[src/rtl/pcnt_pkg.sv]
// Package: shared types for the presettable counter.
// Assumes nothing beyond IEEE 1800-2017 enums.
package pcnt_pkg;

    // Action the register takes on the next rising edge, decided by priority.
    typedef enum logic [1:0] {
        ACT_HOLD  = 2'd0,
        ACT_INC   = 2'd1,
        ACT_LOAD  = 2'd2,
        ACT_CLEAR = 2'd3
    } pcnt_act_e;

endpackage

[src/rtl/pcnt_decode.sv]
// Module: pcnt_decode
// Decides which action the count register takes on the next edge.
// Priority: reset, clear, load, count (both enables high), hold.
// Assumes all control inputs are synchronous to the counter clock.
module pcnt_decode
    import pcnt_pkg::*;
(
    input  logic      clk,
    input  logic      rst_n,
    input  logic      clr_n,
    input  logic      ld_n,
    input  logic      en_p,
    input  logic      en_t,
    output pcnt_act_e act
);

    // Priority decode of the control inputs.
    always_comb begin
        if (!rst_n || !clr_n) begin
            act = ACT_CLEAR;
        end else if (!ld_n) begin
            act = ACT_LOAD;
        end else if (en_p && en_t) begin
            act = ACT_INC;
        end else begin
            act = ACT_HOLD;
        end
    end

    // a low enable never blocks a load
    a_r3_load_beats_enables : assert property (@(posedge clk) disable iff (!rst_n)
        (clr_n && !ld_n) |-> (act == ACT_LOAD));

    // a low enable with no clear or load holds the count
    a_r5_hold_when_disabled : assert property (@(posedge clk) disable iff (!rst_n)
        (clr_n && ld_n && !(en_p && en_t)) |-> (act == ACT_HOLD));

endmodule

[src/rtl/pcnt_reg.sv]
// Module: pcnt_reg
// Count register that carries out the action chosen by pcnt_decode.
// Assumes a synchronous active-low reset and a single clock.
module pcnt_reg
    import pcnt_pkg::*;
#(
    parameter int WIDTH = 4
) (
    input  logic             clk,
    input  logic             rst_n,
    input  pcnt_act_e        act,
    input  logic [WIDTH-1:0] din,
    output logic [WIDTH-1:0] q
);

    localparam logic [WIDTH-1:0] ONE = {{(WIDTH-1){1'b0}}, 1'b1};

    // Count state update on each rising edge.
    always_ff @(posedge clk) begin
        if (!rst_n) begin
            q <= '0;
        end else begin
            case (act)
                ACT_CLEAR: q <= '0;
                ACT_LOAD:  q <= din;
                ACT_INC:   q <= q + ONE;
                default:   q <= q;
            endcase
        end
    end

    // reset clears the count
    a_r1_reset_zero : assert property (@(posedge clk)
        !rst_n |=> (q == '0));

    // clear forces zero
    a_r2_clear_zero : assert property (@(posedge clk) disable iff (!rst_n)
        (act == ACT_CLEAR) |=> (q == '0));

    // load copies the preset
    a_r3_load_copies : assert property (@(posedge clk) disable iff (!rst_n)
        (act == ACT_LOAD) |=> (q == $past(din)));

    // increment advances by one, modulo 2**WIDTH
    a_r4_increment : assert property (@(posedge clk) disable iff (!rst_n)
        (act == ACT_INC) |=> (q == $past(q) + ONE));

    // hold keeps the count
    a_r5_hold_stable : assert property (@(posedge clk) disable iff (!rst_n)
        (act == ACT_HOLD) |=> $stable(q));

endmodule

[src/rtl/pcnt_carry.sv]
// Module: pcnt_carry
// Combinational carry: high when the count is at its maximum and en_t is high.
// Assumes q comes straight from the count register, with no added stage.
module pcnt_carry #(
    parameter int WIDTH = 4
) (
    input  logic             clk,
    input  logic             rst_n,
    input  logic [WIDTH-1:0] q,
    input  logic             en_t,
    output logic             rco
);

    localparam logic [WIDTH-1:0] TOP = {WIDTH{1'b1}};

    // Carry: AND of every count bit with the carry enable.
    always_comb begin
        rco = (&q) & en_t;
    end

    // carry is never high while en_t is low
    a_r6_carry_needs_t : assert property (@(posedge clk) disable iff (!rst_n)
        rco |-> en_t);

    // carry is only high at the top count
    a_r6_carry_at_top : assert property (@(posedge clk) disable iff (!rst_n)
        rco |-> (q == TOP));

endmodule

[src/rtl/pcnt_preset.sv]
// Module: pcnt_preset (top)
// Presettable synchronous up-counter with clear, load, two enables and a carry.
// FEEDBACK=1 drives load from the inverted carry inside the block, so the
// counter reloads din after its top value and runs modulo (2**WIDTH - din).
// Assumes every input is synchronous to clk.
module pcnt_preset
    import pcnt_pkg::*;
#(
    parameter int WIDTH    = 4,
    parameter bit FEEDBACK = 1'b0
) (
    input  logic             clk,
    input  logic             rst_n,
    input  logic             clr_n,
    input  logic             ld_n,
    input  logic             en_p,
    input  logic             en_t,
    input  logic [WIDTH-1:0] din,
    output logic [WIDTH-1:0] q,
    output logic             rco
);

    pcnt_act_e act;
    logic      ld_eff_n;

    // Load path: the external load alone, or combined with the inverted carry.
    generate
        if (FEEDBACK) begin : g_fb
            always_comb begin
                ld_eff_n = ld_n & ~rco;
            end

            // a step from the top count loads the preset
            a_r7_reload_preset : assert property (@(posedge clk) disable iff (!rst_n)
                (rco && clr_n) |=> (q == $past(din)));
        end else begin : g_plain
            always_comb begin
                ld_eff_n = ld_n;
            end

            // the count wraps from the top value to zero
            a_r4_wrap_zero : assert property (@(posedge clk) disable iff (!rst_n)
                (rco && clr_n && ld_n && en_p) |=> (q == '0));
        end
    endgenerate

    pcnt_decode u_decode (
        .clk   (clk),
        .rst_n (rst_n),
        .clr_n (clr_n),
        .ld_n  (ld_eff_n),
        .en_p  (en_p),
        .en_t  (en_t),
        .act   (act)
    );

    pcnt_reg #(.WIDTH(WIDTH)) u_reg (
        .clk   (clk),
        .rst_n (rst_n),
        .act   (act),
        .din   (din),
        .q     (q)
    );

    pcnt_carry #(.WIDTH(WIDTH)) u_carry (
        .clk   (clk),
        .rst_n (rst_n),
        .q     (q),
        .en_t  (en_t),
        .rco   (rco)
    );

endmodule

[config.mk]
export PLATFORM = sky130hd
export DESIGN_NAME = pcnt_preset
export DESIGN_NICKNAME = d
export VERILOG_FILES = /design/src/rtl/pcnt_pkg.sv /design/src/rtl/pcnt_decode.sv /design/src/rtl/pcnt_reg.sv /design/src/rtl/pcnt_carry.sv /design/src/rtl/pcnt_preset.sv
export SDC_FILE = /design/constraint.sdc
export NUM_CORES = 1
export LEC_CHECK = 0
export ABC_AREA = 1
export BUFFER_PORTS_ARGS = -buffer_cell sky130_fd_sc_hd__buf_2
export CAP_MARGIN = 25
export CORE_AREA = 5 5 42 44
export CTS_CLUSTER_DIAMETER = 100
export DETAILED_ROUTE_END_ITERATION = 10
export DIE_AREA = 0 0 47 49
export HOLD_SLACK_MARGIN = 0.08
export PLACE_DENSITY = 0.44
export SLEW_MARGIN = 20
export SYNTH_ARGS = -nofsm -noshare
export SYNTH_HDL_FRONTEND = slang
export SYNTH_SLANG_ARGS = --single-unit
[constraint.sdc]
create_clock -name clk -period 1.5 [get_ports clk]
set_input_delay 0.225 -clock clk [delete_from_list [all_inputs] [get_ports clk]]
set_output_delay 0.225 -clock clk [all_outputs]
set_load 0.02 [all_outputs]
==> flow_summary.toml <==
[sta]
max_slew_margin_pct = 83.0
skew_ns = 0.00110
worst_slew_pin_slew_ns = 0.254
finalHoldViolations = 0
fmax_mhz = 727
whs_ns = 0.320
setup_tns_ns = 0
finalCritPeriodShare_pct = 91.8
report.final.slew_viol_count = 0
period_needed_ns = 1.38
finalSetupViolations = 0
grt_setup_unrepaired = "false"

[grt]
grt_antenna_before_repair = 0
grt_overflow = 0
grt_usage_pct = 8.22
grt_pass1_vias = 358
grt_max_degree = 7
grt_pass1_wl_um = 1410

[synth]
ys_warn_count = 0
synthFlopType = "dfxtp_1"
syn_inst = 47
yosysMostFrequentCell = "nand2_1"
yosys-top-cells-count = "nand2_1 (15), inv_1 (8), dfxtp_1 (4), ha_1 (4)"
seq_area_frac_synth_pct = 25.4
syn_nets = 61
synth_area_leaders = "dfxtp_1 (25%), nand2_1 (18%), ha_1 (16%), inv_1 (9.5%), o311ai_2 (5.2%)"
synth_top_cell_area_share_pct = 25.4
yosys_register_bits = 4
synth_edf_count = 0
syn-cell-area_um2 = 315
syn_area_per_cell_um2 = 6.71
async_flop_share_pct = 0
yosysUniqueCellTypes = 16
yosysTopAreaCell = "dfxtp_1"

[layout]
seq_area_um2 = 81.3
largest_reg_flops = 4
stdcell_count = 82
fillers = 176
syn2layout_area_growth_pct = 40.9
finalInstanceArea_um2 = 444
drive_above_1_share_pct = 36.4
postLayoutCoreUtil_pct = 31.7
regMostFlops = "u_reg.q"
top_regs = "u_reg.q x4"
multi_input_comb_area_um2 = 201
n_antenna_cell = 0
nets = 82

[detailed_routing]
routed-wl-met3_um = 74
drt_first_iter_violations = 1
first_pass_iters = 2
drc = 0
m1WireLength_um = 333
wl_met2_um = 365
wl_per_cell_um = 9.43
routed_via_density = 4.24
via_count = 348
top_layer = "met3"
ant_nets = 0
routed_wl_um = 773

[flow_run]
maxCapViolations = 0

[clock_tree]
cts_buffer_depth = 2
ctsHoldBuffers = 0
worstSkewPairLatency_ns = 0.23
cts-root-buf = "clkbuf_4"
path_clk_slew_ns = 0.03
cts_tree = "yes"
htree_num_levels = 1
clock_sinks = 4
tritoncts.num_buffers = 3

[critical_path]
crit_start = "u_reg.q[1]$_SDFFE_PN0P_"
start_kind = "flop"
r2r-start = "u_reg.q[1]$_SDFFE_PN0P_"
rrSetupSlack_ns = 0.47
cp-end-kind = "output port"
critical_path.max_fanout = 5
critical_path_required_ns = 1.27
criticalPathCategory = "reg -> out"
arrival_ns = 1.15

[floorplan]
chipHeight_um = 49
ios = 15
die_w_um = 47
core.rowCount = 14
fp.coreArea_mm2 = 0.00140
die_area_mm2 = 0.00230
start_util_pct = 22.5

[pwr]
leakagePower_nw = 0.240
peakVddDrop_uv = 549
pwr_density_cell_mw_per_mm2 = 651

[place]
gp_congestion = 0.696
postPlaceCellArea_um2 = 420
dp.cells = 79
port_buffers = 14
hpwl_um = 680

[worst_hold_path]
hold_class = "in -> reg"
min_from = "rst_n"

[run_status]
status = "completed"
## placed cells by master, fill, tap and decap left out
cell      count
a21oi_2       1
nor3_1        1
nand2_1      15
inv_2         1
o311ai_2      1
nor2_1        1
ha_1          4
dfxtp_1       3
nand4_1       1
buf_2        14
dfxtp_2       1
nand3_1       3
inv_1         8
o21ai_1       1
nor2_2        1
buf_4         2
o21ai_0       1
a22o_1        1
clkbuf_4      3
a21oi_1       3
## area by class of cell
class / count / share of cell area (%)
multi-input combinational: 34 / 45.4
tap: 16 / 4.51
timing repair buffer: 16 / 19.2
sequential: 4 / 18.3
clock buffer: 3 / 5.07
inverter: 9 / 7.61
## final timing paths
kind / endpoint / cells past startpoint
hold reg to reg: u_reg.q[1]$_SDFFE_PN0P_ / 2
setup / recovery: rco / 4
setup reg to reg: u_reg.q[2]$_SDFFE_PN0P_ / 6
hold / removal: u_reg.q[3]$_SDFFE_PN0P_ / 3
## report_power, final
group	switching [mW]	internal [mW]
sequential	0.00167	0.109
clock	0.0423	0.0894
combinational	0.0262	0.0210
## cell families after synthesis
group	count (synthesis)	share of synthesized area, %
adder cells (fa/ha/maj)	4	15.9
AO/OA/AOI/OAI	8	18.6
flip-flops	4	25.4
AND/OR/NAND/NOR	22	29.4
buffers and inverters	9	10.7
## through the flow
step                      total power [mW]  worst slack [ns]
after detailed placement             0.160          -0.00275
after floorplan                      0.139            0.0417
after global placement               0.160           0.00741
after CTS                            0.298            0.0397
final                                0.289             0.124
after global routing                 0.315           0.00204
## worst max-delay path, cell delays in order (launching register included)
cell and delay [ns]:
dfxtp_2 0.35, ha_1 0.17, nand2_1 0.08, nor3_1 0.13, buf_2 0.19
## what timing repair did
item / in CTS / in global routing
resized for setup: 0 / 1
endpoints found under the setup margin: 0 / 1
setup buffers: 0 / 0
## routing by layer
metal,global-route usage (%),up-vias
met5,0,-
met4,0,0
met3,5.90,0
met2,12.2,13
met1,10.3,145
li1,-,190
(Power assumes the default switching activity.)
